File: config.mk
export PLATFORM = sky130hd
export DESIGN_NAME = acc_readout_fmt
export DESIGN_NICKNAME = d
export VERILOG_FILES = /design/src/rtl/acc_readout_fmt_pkg.sv /design/src/rtl/acc_rne_rounder.sv /design/src/rtl/acc_fmt_decode.sv /design/src/rtl/acc_readout_fmt.sv
export SDC_FILE = /design/constraint.sdc
export NUM_CORES = 1
export LEC_CHECK = 0
export BUFFER_PORTS_ARGS = -buffer_cell sky130_fd_sc_hd__buf_4
export CORE_MARGIN = 2
export CORE_UTILIZATION = 52
export DETAILED_ROUTE_END_ITERATION = 6
export GPL_TIMING_DRIVEN = 0
export PLACE_DENSITY = 0.81
export SYNTH_ARGS = -nofsm -noshare
export SYNTH_HDL_FRONTEND = slang
export SYNTH_SLANG_ARGS = --single-unit
File: constraint.sdc
create_clock -name clk -period 1.1 [get_ports clk]
set_clock_uncertainty 0.1 [all_clocks]
set_input_delay 0.165 -clock clk [delete_from_list [all_inputs] [get_ports clk]]
set_output_delay 0.165 -clock clk [all_outputs]
set_load 0.01 [all_outputs]
File: src/rtl/acc_readout_fmt_pkg.sv
package acc_readout_fmt_pkg;

  typedef enum logic [1:0] {
    PATH_WORD  = 2'd0,
    PATH_RND32 = 2'd1,
    PATH_RND16 = 2'd2
  } fmt_path_e;

endpackage

File: src/rtl/acc_rne_rounder.sv
module acc_rne_rounder #(
  parameter int KEEP_W = 32,
  parameter int DROP_W = 8
) (
  input  logic [KEEP_W+DROP_W-1:0] val_i,
  output logic [KEEP_W-1:0]        rnd_o
);

  localparam int IN_W = KEEP_W + DROP_W;
  localparam logic [DROP_W-1:0] HALF   = {1'b1, {(DROP_W-1){1'b0}}};
  localparam logic [KEEP_W-1:0] MAXPOS = {1'b0, {(KEEP_W-1){1'b1}}};

  logic [KEEP_W-1:0] keep;
  logic [DROP_W-1:0] drop;
  logic              go_up;
  logic              at_max;

  always_comb begin
    keep   = val_i[IN_W-1:DROP_W];
    drop   = val_i[DROP_W-1:0];
    go_up  = (drop > HALF) || ((drop == HALF) && keep[0]);
    at_max = (keep == MAXPOS);
    rnd_o  = (go_up && !at_max) ? keep + KEEP_W'(1) : keep;
  end

endmodule

File: src/rtl/acc_fmt_decode.sv
module acc_fmt_decode
  import acc_readout_fmt_pkg::*;
(
  input  logic      frac_mode_i,
  input  logic      uns_sel_i,
  input  logic      rnd_mode_i,
  output fmt_path_e path_o
);

  always_comb begin
    if (!frac_mode_i)    path_o = PATH_WORD;
    else if (uns_sel_i)  path_o = PATH_RND16;
    else if (rnd_mode_i) path_o = PATH_RND32;
    else                 path_o = PATH_WORD;
  end

endmodule

File: src/rtl/acc_readout_fmt.sv
module acc_readout_fmt
  import acc_readout_fmt_pkg::*;
#(
  parameter int ACC_W   = 48,
  parameter int OUT_W   = 32,
  parameter int GUARD_W = 8,
  parameter int HALF_W  = 16
) (
  input  logic             clk,
  input  logic             rst_n,
  input  logic [ACC_W-1:0] acc_i,
  input  logic             frac_mode_i,
  input  logic             uns_sel_i,
  input  logic             rnd_mode_i,
  input  logic             store_i,
  output logic [OUT_W-1:0] result_o,
  output logic             valid_o
);

  localparam int VIS_W  = OUT_W + GUARD_W;
  localparam int DROP16 = VIS_W - HALF_W;

  logic [VIS_W-1:0]  vis;
  logic [OUT_W-1:0]  word_raw;
  logic [OUT_W-1:0]  word_r32;
  logic [HALF_W-1:0] half_r16;
  logic [OUT_W-1:0]  result_d;
  logic [OUT_W-1:0]  result_q;
  logic              valid_q;
  fmt_path_e         path;

  assign vis      = acc_i[VIS_W-1:0];
  assign word_raw = vis[VIS_W-1:GUARD_W];

  generate
    if (ACC_W > VIS_W) begin : g_ext
      logic ext_unused;
      assign ext_unused = ^acc_i[ACC_W-1:VIS_W];
    end
  endgenerate

  acc_fmt_decode u_decode (
    .frac_mode_i (frac_mode_i),
    .uns_sel_i   (uns_sel_i),
    .rnd_mode_i  (rnd_mode_i),
    .path_o      (path)
  );

  acc_rne_rounder #(.KEEP_W(OUT_W), .DROP_W(GUARD_W)) u_rnd32 (
    .val_i (vis),
    .rnd_o (word_r32)
  );

  acc_rne_rounder #(.KEEP_W(HALF_W), .DROP_W(DROP16)) u_rnd16 (
    .val_i (vis),
    .rnd_o (half_r16)
  );

  always_comb begin
    case (path)
      PATH_RND32: result_d = word_r32;
      PATH_RND16: result_d = {{(OUT_W-HALF_W){1'b0}}, half_r16};
      default:    result_d = word_raw;
    endcase
  end

  always_ff @(posedge clk or negedge rst_n) begin
    if (!rst_n) begin
      result_q <= '0;
      valid_q  <= 1'b0;
    end else begin
      valid_q <= store_i;
      if (store_i) begin
        result_q <= result_d;
      end
    end
  end

  assign result_o = result_q;
  assign valid_o  = valid_q;

endmodule

# Yosys cells after proc, flatten, opt, wreduce, memory -nomap -nowiden
# Cells that the tools add are included.
# totals
register_bits,33
word_cells,26
output_inout_bits,33
# op_classes
muxes,6
n_eq_ne,6
n_reduce_logical,8
n_addsub,2
magnitude_cmp,2
# op_table
operator,n
case mux 32 bit (2 select lines),1
"adder 32 x 1 -> 32 bit, second input constant",1
"equality test 32 x 31 -> 1 bit, second input constant",1
2-to-1 mux 32 bit,1
"equality test 24 bit, second input constant",1
"greater-than comparator 24 bit, second input constant",1
"adder 16 x 1 -> 16 bit, second input constant",1
"equality test 16 x 15 -> 1 bit, second input constant",1
2-to-1 mux 16 bit,1
"equality test 8 bit, second input constant",1
"greater-than comparator 8 bit, second input constant",1
logical AND 1 bit,4
2-to-1 mux 2 bit,2
"equality test 2 x 1 -> 1 bit, second input constant",1
"equality test 2 bit, second input constant",1
logical NOT 1 bit,2
logical OR 1 bit,2
2-to-1 mux 1 bit,1

# Logic depth before layout (Yosys ltp)
# Gate-level depths: netlist of the first run.
# depth
ltp_word,6
depth_mapped,9
depth_no_buf,9

# Modules after synthesis
# Synthesis of the first run repeated with hierarchy kept, for this count alone.
# unflattened
hier_cells,351
hier_area_um2,3080.5
# modules_own_cells
module,cells_each,n_inst,area_each_um2,seq_area_each_um2
acc_readout_fmt,170,1,1715.4,825.8
acc_rne_rounder at u_rnd32,119,1,932.1,0.0
acc_rne_rounder at u_rnd16,60,1,416.6,0.0
acc_fmt_decode,2,1,16.3,0.0

# Worst setup path after synthesis of the first run
# OpenSTA, ideal clock, no wires.
# synth_timing
path_type,in2reg
from,input acc_i[24]
to,register result_q[6] (netlist: result_o[6])
t_required_ns,0.918
path_buffers,1
arrival_time_ns,1.886
path_stages,8
setup_slack_ns,-0.968
cell_sequence,ha_1 nand3_4 or4_4 nor3_2 buf_6 nor4_1 mux2_4 a31oi_1
# synth_via
elab_chain_len,5
elab_cells_between_ends,12
# synth_lines
item,line,rtl
start: declaration,acc_readout_fmt.sv:11,"input logic [ACC_W-1:0] acc_i,"
branches (longest 4 deep; another with adder 16 x 1 -> 16 bit),-,
case mux 32 bit (2 select lines) (*),acc_readout_fmt.sv:60,case (path)
end signal: assignment,acc_readout_fmt.sv:74,result_q <= result_d;
end: declaration,acc_readout_fmt.sv:28,logic [OUT_W-1:0] result_q;
# Mark *: on every way between the ends.
# A chain may end at the register's enable or synchronous reset.

# Final worst setup path of the first run
# layout_timing
from,input acc_i[39]
to,register result_q[1] (netlist: result_o[1])
# layout_via
elab_chain_len,5
elab_cells_between_ends,9
# layout_lines
item,line,rtl
equality test 32 x 31 -> 1 bit or equality test 16 x 15 -> 1 bit (tied branches),acc_rne_rounder.sv:22,at_max = (keep == MAXPOS);
logical NOT 1 bit,acc_rne_rounder.sv:23,rnd_o = (go_up && !at_max) ? keep + KEEP_W'(1) : keep;
logical AND 1 bit,acc_rne_rounder.sv:23,
2-to-1 mux 32 bit or 2-to-1 mux 16 bit (tied branches),acc_rne_rounder.sv:23,
case mux 32 bit (2 select lines) (*),acc_readout_fmt.sv:60,
# Every way passes the cells marked *; elsewhere a longest branch is shown, timed or not.

==> results of run 1 <==
==> kinds of logic (layout without fill, tap and decap cells) <==
logic type	after synthesis	in the layout
AO/OA/AOI/OAI	88	88
XOR/XNOR	28	28
adder cells (fa/ha/maj)	4	4
buffers and inverters	52	181
flip-flops	33	33
multiplexers	8	8
AND/OR/NAND/NOR	146	146
==> how the worst min path moves through the flow <==
| stage | from | endpoint | slack [ns] |
|---|---|---|---|
| global placement | rst_n | result_o[0] | 0.04 |
| CTS | acc_i[28] | result_o[20] | 0.09 |
| global route | acc_i[37] | result_o[29] | 0.11 |
| finish | acc_i[32] | result_o[24] | 0.09 |
| floorplan | rst_n | result_o[0] | -0.23 |
| detailed placement | rst_n | result_o[0] | 0.04 |
==> worst max-delay path, stage by stage <==
cell and delay [ns]:
buf_8 0.09, nand4b_4 0.16, or4_4 0.58, nor3_4 0.25, nand2b_1 0.21, mux2_2 0.36, a21oi_1 0.16
==> area by class of cell <==
| type | count | area (um2) |
|---|---|---|
| Inverter | 28 | 105 |
| Tap cell | 70 | 87.6 |
| Fill cell | 243 | 596 |
| Buffer | 24 | 188 |
| Clock inverter | 2 | 10.0 |
| Timing Repair Buffer | 121 | 1120 |
| Sequential cell | 33 | 826 |
| Multi-Input combinational cell | 274 | 2170 |
| Clock buffer | 6 | 72.6 |
==> state kept, by name, summed over array words and instances, names as in the netlist <==
| name | cells |
|---|---|
| valid_o | 1 |
| result_o | 32 |
==> per-stage QoR <==
stage | cell area, um2 | hold slack [ns]
global placement | 3570 | 0.0353
CTS | 4200 | 0.0879
detailed placement | 3570 | 0.0449
floorplan | 2970 | -0.231
global route | 4580 | 0.107
finish | 4580 | 0.0859
==> placed cells by master (no fill, tap or decap), types with 5 or more instances in the layout <==
cell type | netlist | routed
buf_4 | 0 | 79
buf_6 | 1 | 37
nand2_1 | 45 | 35
dfrtp_1 | 33 | 33
inv_1 | 28 | 27
o21ai_0 | 22 | 17
o22ai_1 | 16 | 16
xor2_1 | 16 | 15
nand4_1 | 14 | 14
a21oi_1 | 14 | 13
nand3_1 | 13 | 12
nor2_1 | 12 | 10
xnor2_1 | 12 | 9
nor4_1 | 14 | 8
nand3b_1 | 8 | 8
a31oi_1 | 9 | 8
clkbuf_1 | 16 | 7
nand2_2 | 0 | 7
buf_8 | 0 | 6
clkbuf_2 | 0 | 5
nor3_1 | 7 | 5
and3_1 | 5 | 5
nor4_4 | 1 | 5
nand2b_1 | 5 | 5
clkbuf_8 | 0 | 5
==> power by group <==
part,internal (mW),switching [mW]
Combinational,0.739,0.776
Clock,0.440,0.518
Sequential,1.36,0.0993
Total,2.54,1.39
==> repair_timing <==
action | CTS | global route
setup endpoints to repair | 34 | 56
hold buffers | 2 | 0
endpoints found under the hold margin | 34 | 0
buffers inserted | 30 | 22
pin swaps | 45 | 36
resized for setup | 66 | 54
==> per-layer routing <==
layer | share of wire (%) | global-route usage, %
met1 | 37 | 48.4
met2 | 45 | 53.4
met3 | 12 | 6.98
met4 | 6.1 | 18.0
met5 | 0 | 0
==> flow_summary_export.csv, run 1 <==
group,metric,value,unit
outcome,outcome,"complete, but fails checks",
outcome,violations_in_the_final_reports,"design-rule violations, negative setup slack",
yosys,syn_avg_cell_area,7.90,um2
yosys,synthesis.area,0.00284,mm2
drt,post-route-drc-count,5,
cts,tritoncts,"done",
timing,final.min_clock_period,1.86,ns
drt,route.detailed.wl_per_inst,22.2,um
cts,numCtsBuffers,5,
grt,maximum_number_of_pins_on_one_net_before_global_route_repair,34,
yosys,synth-seq-area-share,29.1,%
finish,area.growth.synth_to_final,61.3,%
die,start_util,54.9,%
yosys,synth-seq-cells,33,
place,place.port_buffers,68,
finish,drive_gt1_share,41.4,%
finish,antennaDiodeCount,0,
timing,worstMarginPinSlew,0.585,ns
setup_path,worst-endpoint-arrival,1.98,ns
cts,clkLatencyLatePin,0.29,ns
yosys,yosys.area_share.simple,29.9,%
die,floorplan.core_area,0.00517,mm2
drt,route.antenna.remaining_nets,0,
finish,final-instance-count-excl-fill,558,
drt,detail_route.vias_per_cell,6.90,
yosys,count_of_cell_types_in_the_netlist,56,
setup_path,cp_data_required_time,1.21,ns
place,post-place-cells,497,
timing,setup_total_negative_slack,-19.91,ns
timing,final-hold-violation-count,0,
pwr,powerDensity,859,mW/mm2
setup_path,r2r-start,"result_o[0]",
die,die_x,77.9,um
cts,htree_num_levels,2,
setup_path,critical_path_peak_fanout,3,
setup_path,ff2ff_setup_slack,0.02,ns
setup_path,cp-startpoint,"acc_i[39]",
setup_path,ff2ff_path_depth,3,
pwr,vdd.ir_drop.worst,0.678,mV
yosys,post_synth_main_area_contributors,"dfrtp_1 29%, nand2_1 6.0%, xor2_1 4.9%, o21ai_0 3.9%, inv_1 3.7%",
cts,clk_path_buf_depth,2,
finish,final_core_utilization,88.5,%
timing,max-slew-margin-rel,61.0,%
run,drv_cap,0,
grt,grt_first_pass_wirelength,16800,um
yosys,synth_commonest_cells,"45 x nand2_1, 33 x dfrtp_1, 28 x inv_1",
hold_path,min_path_type,"in2reg",
grt,overflow_left_after_global_routing,0,
timing,rsz0062_at_grt,"true",
grt,antenna_found_initial,0,
timing,layout_worst_path_cycle_share,169,%
drt,totalWireLength,12400,um
setup_path,r2r-end,"result_o[0]",
die,fp.dieArea,0.00606,mm2
place,preCtsSetupSlack,-1.26,ns
pwr,power,3.93,mW
timing,total_of_endpoints_with_negative_setup_slack_in_the_final_report,37,
cts,cts_sink_cnt,33,
die,die-height,77.9,um
yosys,yosys.cell_count.top_type,"nand2_1",
drt,firstDrtPassIters,7,
yosys,fraction_of_registers_with_async_set_or_reset_after_synthesis,100,%
grt,via_count_of_the_first_global_routing_pass,3286,
yosys,synth_adder_area_share,1.76,%
drt,drt_initial_violations,610,
yosys,synth.mux.area_fraction,3.22,%
setup_path,timing.setup.critical_path_class,"in2reg",
yosys,netlist.area_leader.share,29.1,%
hold_path,worst_hold_path.num_cells,3,
drt,vias,3848,
yosys,synth-main-ff-cell,"dfrtp_1",
yosys,dominant_combinational_cell_family_by_area_after_synthesis,"simple AND/OR/NAND/NOR gates",
place,detailed_place_hpwl,7050,um
pwr,p_leak,1.93,nW
timing,postLayoutSetupSlackWorst,-0.764,ns
die,io_pins,87,
yosys,synth_enable_flop_cells,0,
cts,cts.reportedPaths.clkPinSlew,0.08,ns
timing,max_freq,0.536,GHz
setup_path,worstSetupStartpointType,"primary input",
cts,cts_root_buf,"clkbuf_8",
yosys,yosysTopAreaCell,"dfrtp_1",
timing,maxSlewViolCount,0,
finish,nets,545,
yosys,synth_nets,417,
setup_path,worst_setup_path_end_kind,"flip-flop",
yosys,synth_compound_gate_area_share,20.0,%
place,routabilityCongestion,0.931,
yosys,count_of_warnings_emitted_by_yosys,0,
grt,track_usage,35.5,%
yosys,netlist_instances,359,
die,std_cell_rows,26,
yosys,synthXorXnorAreaFrac,8.64,%
setup_path,end_of_the_critical_path,"result_o[1]",
Note: power is estimated with default switching activity, not from simulation.
==> run 2: changes to the inputs <==
Settings changed: CORE_UTILIZATION 52 to 56, PLACE_DENSITY 0.81 to 0.86.
Clock period 1.1 ns to 2.15 ns, I/O delays scaled along.
==> run 2 against run 1 <==
The run now ends clean. Via count fell by 16%. Final area fell by 20%. Combinational power fell by 61%. Sequential power fell by 50%. Sequential share of layout area rose by 4.6 points. Critical endpoint is now result_o[15]. Largest cell class unchanged. Highest routed layer unchanged.
==> flow_summary_export.csv, run 2 (synthesized netlist as in run 1, its figures left out) <==
group,metric,value,unit
die,floorplan.core_area,0.00482,mm2
finish,layout.cell_area.non_filler,0.00365,mm2
finish,commonest_cells_after_routing_fill_and_taps_aside,"74 x buf_4, 45 x nand2_1, 33 x dfrtp_1",
hold_path,holdPathEnd,"valid_o",
finish,final-instance-count-excl-fill,507,
hold_path,min_from,"store_i",
cts,cts_root_buf,"clkbuf_8",
run,drv_cap,0,
die,start_util,58.9,%
die,die-height,75.2,um
grt,grt_first_pass_wirelength,14600,um
hold_path,worst_hold_path.num_cells,1,
cts,numCtsBuffers,5,
drt,detail_route.vias_per_cell,6.35,
setup_path,cp_data_required_time,2.25,ns
finish,antennaDiodeCount,0,
setup_path,timing.critical_path.mode_cell,"nand4_1",
place,detailed_place_hpwl,6950,um
setup_path,cp_slowest_stage_delay,0.52,ns
die,die_x,75.2,um
timing,whs,0.139,ns
drt,route.antenna.remaining_nets,0,
setup_path,worstSetupStartpointType,"primary input",
timing,max-slew-margin-rel,53.6,%
setup_path,worstPathCellList,"buf_4 > clkbuf_1 > nand4_1 > nor3_2 > nand4_1 > mux2_2 > a31oi_1",
drt,vias,3220,
cts,cts_sink_cnt,33,
grt,overflow_left_after_global_routing,0,
drt,drt_initial_violations,320,
cts,clk_path_buf_depth,2,
grt,antenna_found_initial,0,
setup_path,worst-endpoint-arrival,2.18,ns
pwr,powerDensity,494,mW/mm2
setup_path,ff2ff_path_depth,3,
timing,maxSlewViolCount,0,
setup_path,worst_setup_path_end_kind,"flip-flop",
grt,via_count_of_the_first_global_routing_pass,2902,
pwr,p_leak,1.47,nW
place,place.port_buffers,68,
setup_path,r2r-end,"result_o[0]",
outcome,outcome,"complete, no violations",
finish,drive_gt1_share,26.6,%
finish,largest_reg_flops,32,
finish,area.growth.synth_to_final,28.7,%
finish,layout_commonest_cell,"buf_4",
setup_path,critical_path.slowest_cell,"nor3_2",
place,routabilityCongestion,0.955,
die,fp.dieArea,0.00565,mm2
drt,post-route-drc-count,0,
die,std_cell_rows,25,
timing,final.min_clock_period,2.08,ns
timing,layout_worst_path_cycle_share,96.9,%
timing,max_freq,0.480,GHz
setup_path,critical_path_peak_fanout,7,
timing,worstMarginPinSlew,0.687,ns
cts,tritoncts,"done",
pwr,vdd.ir_drop.worst,0.356,mV
die,io_pins,87,
place,post-place-cells,494,
drt,firstDrtPassIters,5,
cts,htree_num_levels,2,
timing,final-hold-violation-count,0,
setup_path,ff2ff_setup_slack,1.08,ns
drt,totalWireLength,9310,um
hold_path,min_path_type,"in2reg",
place,placedInstanceArea,0.00346,mm2
grt,maximum_number_of_pins_on_one_net_before_global_route_repair,34,
timing,setup_total_negative_slack,0,ns
cts,clkLatencyLatePin,0.28,ns
cts,cts.reportedPaths.clkPinSlew,0.07,ns
timing,total_of_endpoints_with_negative_setup_slack_in_the_final_report,0,
timing,rsz0062_at_grt,"false",
setup_path,timing.setup.critical_path_class,"in2reg",
grt,track_usage,34.3,%
setup_path,r2r-start,"result_o[0]",
finish,nets,498,
drt,route.detailed.wl_per_inst,18.4,um
-- run 2: cell types whose count changed in the layout (fill, tap and decap cells not counted), sizes merged --
cell / previous run / this run
clkinv: 2 / 0
clkbuf: 21 / 23
buf: 128 / 81
dlygate4sd3: 2 / 1
-- run 2: layout make-up --
type | instances | area (um2)
Timing Repair Buffer | 74 | 558
Inverter | 28 | 105
Multi-Input combinational cell | 274 | 1880
Buffer | 24 | 116
Clock buffer | 7 | 86.3
Sequential cell | 33 | 826
Fill cell | 401 | 1170
Tap cell | 67 | 83.8
-- run 2: routing by layer --
| layer | GRT usage, % | share of wire (%) |
|---|---|---|
| met5 | 0 | 0 |
| met1 | 46.8 | 41 |
| met4 | 12.3 | 3.0 |
| met2 | 53.3 | 47 |
| met3 | 7.63 | 9.0 |
-- run 2: worst max-delay path, delay by kind of cell --
family,cells,cell delay [ns]
AND/OR/NAND/NOR,3,0.92
multiplexers,1,0.31
AO/OA/AOI/OAI,1,0.17
buffers and inverters,2,0.45
-- run 2: what timing repair did --
| action | CTS | global route |
|---|---|---|
| gates resized for setup | 3 | 21 |
| setup endpoints to repair | 14 | 25 |
| gates cloned | 0 | 0 |
| pin swaps | 2 | 2 |
| endpoints found under the hold margin | 33 | 0 |
| hold buffers | 1 | 0 |
| setup buffers | 1 | 4 |
-- run 2: report_power, final --
| part | leakage, nW | total (mW) | switching [mW] | internal (mW) |
|---|---|---|---|---|
| clock network | 0.0443 | 0.483 | 0.229 | 0.254 |
| logic | 1.03 | 0.583 | 0.326 | 0.257 |
| registers | 0.398 | 0.736 | 0.0402 | 0.696 |
| total | 1.47 | 1.80 | 0.596 | 1.21 |
-- run 2: worst max-delay path by stage --
| stage | from | endpoint | depth (start not counted) |
|---|---|---|---|
| after global placement | acc_i[24] | result_o[1] | 8 |
| after CTS | acc_i[24] | result_o[15] | 7 |
| after global routing | acc_i[8] | result_o[4] | 9 |
| after detailed placement | acc_i[24] | result_o[1] | 8 |
| after floorplan | acc_i[34] | result_o[10] | 7 |
| final | acc_i[24] | result_o[15] | 7 |
-- run 2: metrics by stage --
stage	worst slack [ns]	total power, mW	util, %
3_3_place_gp	-0.515	1.30	71.7
3_5_place_dp	-0.464	1.31	71.7
2_1_floorplan	-0.00766	1.02	-
6_report	0.0660	1.80	75.8
5_1_grt	0.00188	1.90	75.8
4_1_cts	0.000482	1.80	74.2
